File: src/rtl/zsr_pkg.sv
package zsr_pkg;

    localparam int ADDR_W = 16;
    localparam int BANK_W = 2;
    localparam int PAGE_W = 8;
    localparam int NUM_PTR = 2;

    typedef enum logic [1:0] {
        SEL_ZP_BANK = 2'd0,
        SEL_ZP_PAGE = 2'd1,
        SEL_SP_BANK = 2'd2,
        SEL_SP_PAGE = 2'd3
    } wr_sel_e;

    typedef struct packed {
        logic [BANK_W-1:0] bank;
        logic [PAGE_W-1:0] page;
    } ptr_t;

    typedef struct packed {
        logic              io;
        logic [BANK_W-1:0] bank;
        logic [ADDR_W-1:0] addr;
    } xlate_t;

    function automatic logic [BANK_W-1:0] fold_bank(input logic [BANK_W-1:0] b,
                                                    input bit full);
        fold_bank = full ? b : {1'b0, b[0]};
    endfunction

endpackage

File: src/rtl/zsr_ptr_reg.sv
module zsr_ptr_reg
    import zsr_pkg::*;
#(
    parameter logic [PAGE_W-1:0] RESET_PAGE = '0
) (
    input  logic              clk,
    input  logic              rst,
    input  logic              bank_we,
    input  logic              page_we,
    input  logic [PAGE_W-1:0] data,
    output ptr_t              active
);

    logic [BANK_W-1:0] shadow_bank;

    always_ff @(posedge clk) begin
        if (rst) begin
            shadow_bank <= '0;
            active.bank <= '0;
            active.page <= RESET_PAGE;
        end else begin
            if (bank_we) begin
                shadow_bank <= data[BANK_W-1:0];
            end
            if (page_we) begin
                active.page <= data;
                active.bank <= shadow_bank;
            end
        end
    end

    AST_PAGE_COMMITS: assert property (@(posedge clk) disable iff (rst)
        page_we |=> (active.page == $past(data)) && (active.bank == $past(shadow_bank)));

    AST_BANK_ONLY_SHADOW: assert property (@(posedge clk) disable iff (rst)
        (bank_we && !page_we) |=> $stable(active));

endmodule

File: src/rtl/zsr_xlate.sv
module zsr_xlate
    import zsr_pkg::*;
#(
    parameter bit FULL_BANKS = 1'b1
) (
    input  logic [ADDR_W-1:0] addr,
    input  logic [BANK_W-1:0] cpu_bank,
    input  logic              common_bottom,
    input  ptr_t              zp_ptr,
    input  ptr_t              sp_ptr,
    output xlate_t            result
);

    localparam logic [PAGE_W-1:0] ZP_PAGE = 8'h00;
    localparam logic [PAGE_W-1:0] SP_PAGE = 8'h01;

    logic [BANK_W-1:0] eff_cpu;
    logic [BANK_W-1:0] eff_zp;
    logic [BANK_W-1:0] eff_sp;
    logic [PAGE_W-1:0] hi;
    logic [PAGE_W-1:0] lo;

    always_comb begin
        eff_cpu = fold_bank(cpu_bank, FULL_BANKS);
        eff_zp  = common_bottom ? '0 : fold_bank(zp_ptr.bank, FULL_BANKS);
        eff_sp  = common_bottom ? '0 : fold_bank(sp_ptr.bank, FULL_BANKS);
        hi      = addr[ADDR_W-1:PAGE_W];
        lo      = addr[PAGE_W-1:0];

        result.io   = 1'b0;
        result.bank = eff_cpu;
        result.addr = addr;

        if (addr[ADDR_W-1:1] == '0) begin
            result.io = 1'b1;
        end else if (hi == ZP_PAGE) begin
            result.bank = eff_zp;
            result.addr = {zp_ptr.page, lo};
        end else if (hi == SP_PAGE) begin
            result.bank = eff_sp;
            result.addr = {sp_ptr.page, lo};
        end else if (hi == zp_ptr.page && eff_cpu == eff_zp) begin
            result.addr = {ZP_PAGE, lo};
        end else if (hi == sp_ptr.page && eff_cpu == eff_sp) begin
            result.addr = {SP_PAGE, lo};
        end
    end

endmodule

File: src/rtl/zp_stack_remap.sv
module zp_stack_remap
    import zsr_pkg::*;
#(
    parameter bit FULL_BANKS = 1'b1
) (
    input  logic        clk,
    input  logic        rst,
    input  logic [15:0] cpu_addr,
    input  logic [1:0]  cpu_bank,
    input  logic        common_bottom,
    input  logic        wr_en,
    input  logic [1:0]  wr_sel,
    input  logic [7:0]  wr_data,
    output logic [1:0]  out_bank,
    output logic [15:0] out_addr,
    output logic        io_port_hit
);

    ptr_t   ptrs [NUM_PTR];
    xlate_t res;

    for (genvar i = 0; i < NUM_PTR; i++) begin : g_ptr
        localparam logic [1:0] BANK_CODE = 2'(2 * i);
        localparam logic [1:0] PAGE_CODE = 2'(2 * i + 1);
        zsr_ptr_reg #(
            .RESET_PAGE(PAGE_W'(i))
        ) u_ptr (
            .clk    (clk),
            .rst    (rst),
            .bank_we(wr_en && wr_sel == BANK_CODE),
            .page_we(wr_en && wr_sel == PAGE_CODE),
            .data   (wr_data),
            .active (ptrs[i])
        );
    end

    zsr_xlate #(
        .FULL_BANKS(FULL_BANKS)
    ) u_xlate (
        .addr         (cpu_addr),
        .cpu_bank     (cpu_bank),
        .common_bottom(common_bottom),
        .zp_ptr       (ptrs[0]),
        .sp_ptr       (ptrs[1]),
        .result       (res)
    );

    assign out_bank    = res.bank;
    assign out_addr    = res.addr;
    assign io_port_hit = res.io;

    AST_PORT_UNTOUCHED: assert property (@(posedge clk) disable iff (rst)
        (cpu_addr[15:1] == '0) |-> (io_port_hit && out_addr == cpu_addr
                                   && out_bank == fold_bank(cpu_bank, FULL_BANKS)));

    AST_COMMON_BANK_ZERO: assert property (@(posedge clk) disable iff (rst)
        (common_bottom && cpu_addr[15:9] == '0 && cpu_addr[15:1] != '0) |-> (out_bank == '0));

    AST_FOLDED_BANK: assert property (@(posedge clk) disable iff (rst)
        (!FULL_BANKS) |-> (out_bank[1] == 1'b0));

    AST_LOW_BYTE_KEPT: assert property (@(posedge clk) disable iff (rst)
        out_addr[7:0] == cpu_addr[7:0]);

endmodule

File: config.mk
export PLATFORM = sky130hd
export DESIGN_NAME = zp_stack_remap
export DESIGN_NICKNAME = d
export VERILOG_FILES = /design/src/rtl/zsr_pkg.sv /design/src/rtl/zsr_ptr_reg.sv /design/src/rtl/zsr_xlate.sv /design/src/rtl/zp_stack_remap.sv
export SDC_FILE = /design/constraint.sdc
export NUM_CORES = 1
export LEC_CHECK = 0
export ABC_CLOCK_PERIOD_IN_PS = 1800
export BUFFER_PORTS_ARGS = -buffer_cell sky130_fd_sc_hd__buf_2
export CAP_MARGIN = 25
export CORE_MARGIN = 2
export CORE_UTILIZATION = 50
export CTS_CLUSTER_DIAMETER = 150
export CTS_CLUSTER_SIZE = 20
export DETAILED_ROUTE_END_ITERATION = 7
export PLACE_DENSITY = 0.77
export SYNTH_ARGS = -nofsm -noshare
export SYNTH_HDL_FRONTEND = slang
export SYNTH_SLANG_ARGS = --single-unit
File: constraint.sdc
create_clock -name clk -period 1.8 [get_ports clk]
set_clock_uncertainty 0.05 [all_clocks]
set_input_delay 0.09 -clock clk [delete_from_list [all_inputs] [get_ports clk]]
set_output_delay 0.09 -clock clk [all_outputs]
set_load 0.01 [all_outputs]
==> flow_summary.json, run 1 <==
{
  "final_util_pct": 63.36,
  "outcome": "complete, but fails checks",
  "htreeDepth": 1,
  "grt_pass1_vias": 1270,
  "final_cell_mix": "nand2_1, buf_2, a21oi_1, dfxtp_1, mux2i_1",
  "relSlewSlack_pct": 72.58,
  "start_util_pct": 51.09,
  "p_per_area_mw_per_mm2": 566.0,
  "die_w_um": 59.16,
  "final.setup.tns_ns": -1.195,
  "final_hold_viol_count": 0,
  "ys_warn_count": 0,
  "cap_violations": 0,
  "synthesis.instances": 194,
  "grtUsageTotal_pct": 21.86,
  "synth_nets": 226,
  "endpoint_kind": "primary output",
  "place_hpwl_mm": 2.728,
  "critPathKind": "reg2out",
  "clk_pin_slew_worst_paths_ns": 0.13,
  "cts-root-buf": "clkbuf_4",
  "yosys.area.top_type_share_pct": 31.58,
  "ys_ff_latch": 24,
  "netlist_area_mm2": 0.001521,
  "timing.fmax_mhz": 502.2,
  "synth_area_leaders": "dfxtp_1, nand2_1, a21oi_1",
  "setup_violations": 8,
  "gp_congestion": 0.8807,
  "nets": 278,
  "synth.distinct_cells": 39,
  "grt_max_degree": 25,
  "setup_slack_ns": -0.1913,
  "cp_max_fo": 5,
  "yosys.area.top_type": "dfxtp_1",
  "clkLatencyLatePin_ns": 0.32,
  "violations": "negative setup slack",
  "io_pins": 51,
  "cts_tree": "built",
  "pre_cts_ws_ns": 0.1692,
  "fin_cells": 278,
  "dieArea_mm2": 0.003500,
  "tightest_slew_ns": 0.4113,
  "cp_data_arrival_time_ns": 1.85,
  "fillCellCount": 271,
  "grt_antenna_before_repair": 0,
  "routedWlPerCell_um": 13.10,
  "syn_area_per_cell_um2": 7.843,
  "overflow": 0,
  "num_vias": 1511,
  "cts_buffer_depth": 2,
  "dp.cells": 264,
  "final_common_cell": "nand2_1",
  "seq_area_frac_synth_pct": 31.58,
  "first_pass_iters": 4,
  "diodes": 0,
  "drt_wl_total_mm": 3.643,
  "row_count": 20,
  "port-buffer-count": 48,
  "cts_sinks": 24,
  "drv_slew": 0,
  "viasPerCell": 5.435,
  "rsz0062_at_grt": "true",
  "ant_nets": 0,
  "drive_gt1_share_pct": 29.80,
  "final-seq-area_um2": 490.5,
  "grt_pass1_wl_mm": 5.837,
  "min_period_over_period_pct": 110.6,
  "finalCriticalPeriod_ns": 1.991,
  "start_kind": "flip-flop",
  "cp.required_ns": 1.66,
  "cts_buffers": 3,
  "area_delta_synth_final_pct": 24.01,
  "core-area_mm2": 0.002978,
  "ir_worst_vdd_v": 0.0004747,
  "total_leakage_power_uw": 0.0007747,
  "hp-class": "in2reg",
  "multi_input_area_um2": 943.4,
  "fp.dieH_um": 59.16,
  "route.detailed.drc": 0,
  "drt-initial-drc-count": 100
}
==> state kept, by name (all words and copies together), names as in the netlist <==
register                 cells
g_ptr.u_ptr.active          20
g_ptr.u_ptr.shadow_bank      4
==> where the power goes <==
part	total (uW)	switching, uW	internal (uW)
registers	561	14.9	546
clock network	286	162	124
logic	221	114	107
total	1070	292	776
==> what timing repair did <==
action,in CTS,in global routing
setup endpoints to repair,8,8
pin swaps,6,5
hold buffers,8,0
buffers inserted,2,0
resized for setup,6,5
endpoints found under the hold margin,16,0
==> path summary, 6_finish.rpt <==
| path | from | endpoint | cells past startpoint | slack, ns |
|---|---|---|---|---|
| hold / removal | rst | g_ptr[1].u_ptr.shadow_bank[0] | 2 | 0.12 |
| hold reg to reg | g_ptr[1].u_ptr.shadow_bank[1] | g_ptr[1].u_ptr.active[9] | 2 | 0.41 |
| setup / recovery | g_ptr[0].u_ptr.active[9] | out_addr[11] | 6 | -0.19 |
| setup reg to reg | g_ptr[1].u_ptr.active[6] | g_ptr[1].u_ptr.active[6] | 3 | 1.01 |
==> cell usage after synthesis, drive strengths merged <==
cell type,count
a21oi,25
a311o,1
a31oi,3
and2,2
and3,1
and4bb,1
buf,9
clkbuf,5
dfxtp,24
inv,3
mux2i,10
nand2,50
nand2b,2
nand3,1
nand3b,3
nand4,2
nand4b,1
nand4bb,1
nor2,9
nor3,3
nor3b,1
nor4,4
o211ai,2
o21a,1
o21ai,3
o22ai,1
o2bb2a,1
o2bb2ai,4
o31ai,2
or2,1
xnor2,9
xor2,9
==> kinds of logic (layout without fill, tap and decap cells) <==
family / after synthesis / in the layout / synth area share [%]
AND/OR/NAND/NOR: 82 / 82 / 25.99
multiplexers: 10 / 10 / 6.579
buffers and inverters: 17 / 68 / 7.319
flip-flops: 24 / 24 / 31.58
XOR/XNOR: 18 / 18 / 10.36
AO/OA/AOI/OAI: 43 / 43 / 18.17
==> layout make-up <==
class / count / share of cell area [%]
Multi-Input combinational cell: 153 / 50.00
Sequential cell: 24 / 25.99
Timing Repair Buffer: 61 / 19.30
Tap cell: 33 / 2.188
Clock buffer: 4 / 1.923
Inverter: 3 / 0.5968
==> per-layer routing <==
layer  up-vias  GRT usage [%]  share of wire [%]
met5         -              0                  0
met4         0          10.39                2.5
met3        11          1.747                6.2
met2        60          34.29                 47
met1       669          30.39                 45
li1        771              -                  -
==> through the flow <==
step                instance area, um^2  hold slack [ns]  total power, uW
CTS                                1874           0.1240             1066
global route                       1887           0.1301             1103
finish                             1887           0.1178             1068
global placement                   1725           0.1301            771.5
detailed placement                 1725           0.1301            774.6
floorplan                          1521           0.1091            698.2
==> critical path, stage by stage (launching register included) <==
cell and delay (ns):
dfxtp_4 0.39, xnor2_2 0.13, nand4b_1 0.13, a311o_1 0.41
and2_4 0.21, o2bb2ai_1 0.11, buf_2 0.15
No activity file was read; power rests on OpenSTA's default activity.
==> run 2: changes to the inputs <==
- CORE_ASPECT_RATIO: default -> 0.75
- PLACE_DENSITY: 0.77 -> 0.76
- RECOVER_POWER: default -> 25
==> run 2 against run 1 <==
Against the previous run:
- the run still ends with negative setup slack left
- design area fell by 0.73%
- combinational power shrank 2%
- worst setup slack improved by 0.061 ns
- routed wire length grew 5.8%
- flip-flop and latch count stayed put
- final cell count is 0.36% higher
- global-route usage is 1.8 points higher
- utilization rose by 0.92 points
- clock power up 27%
- die area grew 0.13%
- sequential power barely moved
- register-to-register slack worse by 0.03 ns
- critical path type unchanged
==> flow_summary.json, run 2 (synthesis gave the netlist of run 1 again) <==
{
  "outcome": "complete, but fails checks",
  "violations": "negative setup slack",
  "timing.fmax_mhz": 518.0,
  "cp.required_ns": 1.66,
  "ant_nets": 0,
  "setup_violations": 8,
  "critPathKind": "reg2out",
  "cts_tree": "built",
  "overflow": 0,
  "final.setup.tns_ns": -0.6442,
  "top_register": "g_ptr.u_ptr.active",
  "hp-class": "in2reg",
  "final_common_cell": "nand2_1",
  "hold-path-endpoint": "g_ptr[1].u_ptr.active[2]",
  "reg2reg_to": "g_ptr[0].u_ptr.active[7]",
  "setup_slack_ns": -0.1305,
  "finalCriticalPeriod_ns": 1.930,
  "io_pins": 51,
  "drv_slew": 0,
  "fp.dieH_um": 51.77,
  "nets": 274,
  "p_seq_share_pct": 49.2,
  "timing.rr.start": "g_ptr[0].u_ptr.active[7]",
  "start_util_pct": 52.21,
  "finalPower_uw": 1142,
  "reg.largest.list": "g_ptr.u_ptr.active x20, g_ptr.u_ptr.shadow_bank x4",
  "dieArea_mm2": 0.003505,
  "num_vias": 1527,
  "final-seq-area_um2": 496.7,
  "tightest_slew_ns": 0.4768,
  "largest_reg_flops": 20,
  "start_kind": "flip-flop",
  "cts-root-buf": "clkbuf_8",
  "drt-initial-drc-count": 164,
  "cts_buffer_depth": 2,
  "cap_violations": 0,
  "relSlewSlack_pct": 68.15,
  "gp_congestion": 0.9620,
  "clk_pin_slew_worst_paths_ns": 0.08,
  "internal_power_uw": 840.3,
  "diodes": 0,
  "core-area_mm2": 0.002914,
  "hp-start": "wr_data[2]",
  "grt_max_degree": 25,
  "multi_input_area_um2": 957.2,
  "area_delta_synth_final_pct": 23.11,
  "grt_pass1_wl_mm": 6.189,
  "final_cell_mix": "nand2_1, buf_2, a21oi_1, dfxtp_1",
  "die_w_um": 67.70,
  "clkLatencyLatePin_ns": 0.26,
  "drt_wl_total_mm": 3.853,
  "whs_ns": 0.01828,
  "routedWlPerCell_um": 13.81,
  "drive_gt1_share_pct": 31.95,
  "final_util_pct": 64.28,
  "grt_antenna_before_repair": 0,
  "viasPerCell": 5.473,
  "htreeDepth": 1,
  "cp_max_fo": 5,
  "place_hpwl_mm": 2.938,
  "row_count": 17,
  "pre_cts_ws_ns": 0.1787,
  "port-buffer-count": 48,
  "total_leakage_power_uw": 0.0007575,
  "final_hold_viol_count": 0,
  "cp_data_arrival_time_ns": 1.79,
  "grt_pass1_vias": 1330,
  "p_per_area_mw_per_mm2": 609.5,
  "power.share.combinational_pct": 18.9,
  "fillCellCount": 266,
  "ir_worst_vdd_v": 0.0006637,
  "min_period_over_period_pct": 107.2,
  "hold_depth": 3,
  "first_pass_iters": 5,
  "cts_buffers": 3,
  "p_sw_uw": 301.3,
  "rr_worst_depth": 3,
  "grtUsageTotal_pct": 23.68,
  "route.detailed.drc": 0,
  "rsz0062_at_grt": "true",
  "clkPwrFrac_pct": 31.9,
  "cts_sinks": 24,
  "r2r_slack_ns": 0.98,
  "endpoint_kind": "primary output",
  "p_sw_share_pct": 26.39
}
==> run 2: cell count changes in the layout (fill, tap and decap cells not counted), moves of 3 or more <==
cell / change
dlygate4sd3_1: -8
buf_2: -7
clkbuf_1: +7
dfxtp_1: -5
dfxtp_2: +5
buf_4: +4
clkbuf_4: -3
clkbuf_8: +3
==> run 2: layer usage <==
| layer | vias up | track usage (%) | wire length [um] |
|---|---|---|---|
| met4 | 0 | 8.163 | 42 |
| li1 | 765 | - | - |
| met5 | - | 0 | 0 |
| met3 | 4 | 1.948 | 329 |
| met2 | 78 | 35.29 | 1684 |
| met1 | 680 | 35.58 | 1796 |
==> run 2: repair_timing <==
action / CTS / global route
gates cloned: 0 / 0
endpoints found under the setup margin: 8 / 8
hold buffers: 0 / 0
pin swaps: 10 / 5
setup buffers: 2 / 0
gates resized for setup: 8 / 9
==> run 2: critical path, cell delays in order, from the launching register on <==
cell       delay (ns)
dfxtp_2          0.35
xnor2_1          0.18
nand4_1          0.12
a311o_1          0.40
and2_4           0.21
o2bb2ai_1        0.12
buf_2            0.15
==> run 2: through the flow <==
step	std cells	instance area [um^2]
floorplan	194	1521
global placement	273	1762
detailed placement	273	1762
CTS	279	1847
global route	279	1873
finish	279	1873
==> run 2: how the worst max path moves through the flow <==
| stage | from | to | slack, ns | cells after the start |
|---|---|---|---|---|
| 2_1_floorplan | g_ptr[0].u_ptr.active[9] | out_addr[10] | 0.40 | 5 |
| 3_3_place_gp | g_ptr[0].u_ptr.active[9] | out_addr[9] | 0.19 | 6 |
| 3_5_place_dp | g_ptr[0].u_ptr.active[9] | out_addr[9] | 0.18 | 6 |
| 4_1_cts | g_ptr[1].u_ptr.active[0] | out_addr[9] | -0.09 | 6 |
| 5_1_grt | g_ptr[1].u_ptr.active[3] | out_addr[11] | -0.17 | 6 |
| 6_report | g_ptr[0].u_ptr.active[1] | out_addr[9] | -0.13 | 6 |
==> run 2: power by group through the flow <==
| stage | clock [uW] | sequential [uW] | combinational (uW) |
|---|---|---|---|
| after floorplan | 0 | 569 | 129 |
| after global placement | 0 | 572 | 206 |
| after detailed placement | 0 | 573 | 207 |
| after CTS | 364 | 562 | 213 |
| after global routing | 382 | 563 | 238 |
| final | 364 | 562 | 216 |
==> run 2: layout make-up <==
| class | instances | area share [%] |
|---|---|---|
| Multi-Input combinational cell | 153 | 51.10 |
| Sequential cell | 24 | 26.52 |
| Timing Repair Buffer | 57 | 16.30 |
| Clock buffer | 4 | 2.939 |
| Tap cell | 38 | 2.538 |
| Inverter | 3 | 0.6012 |
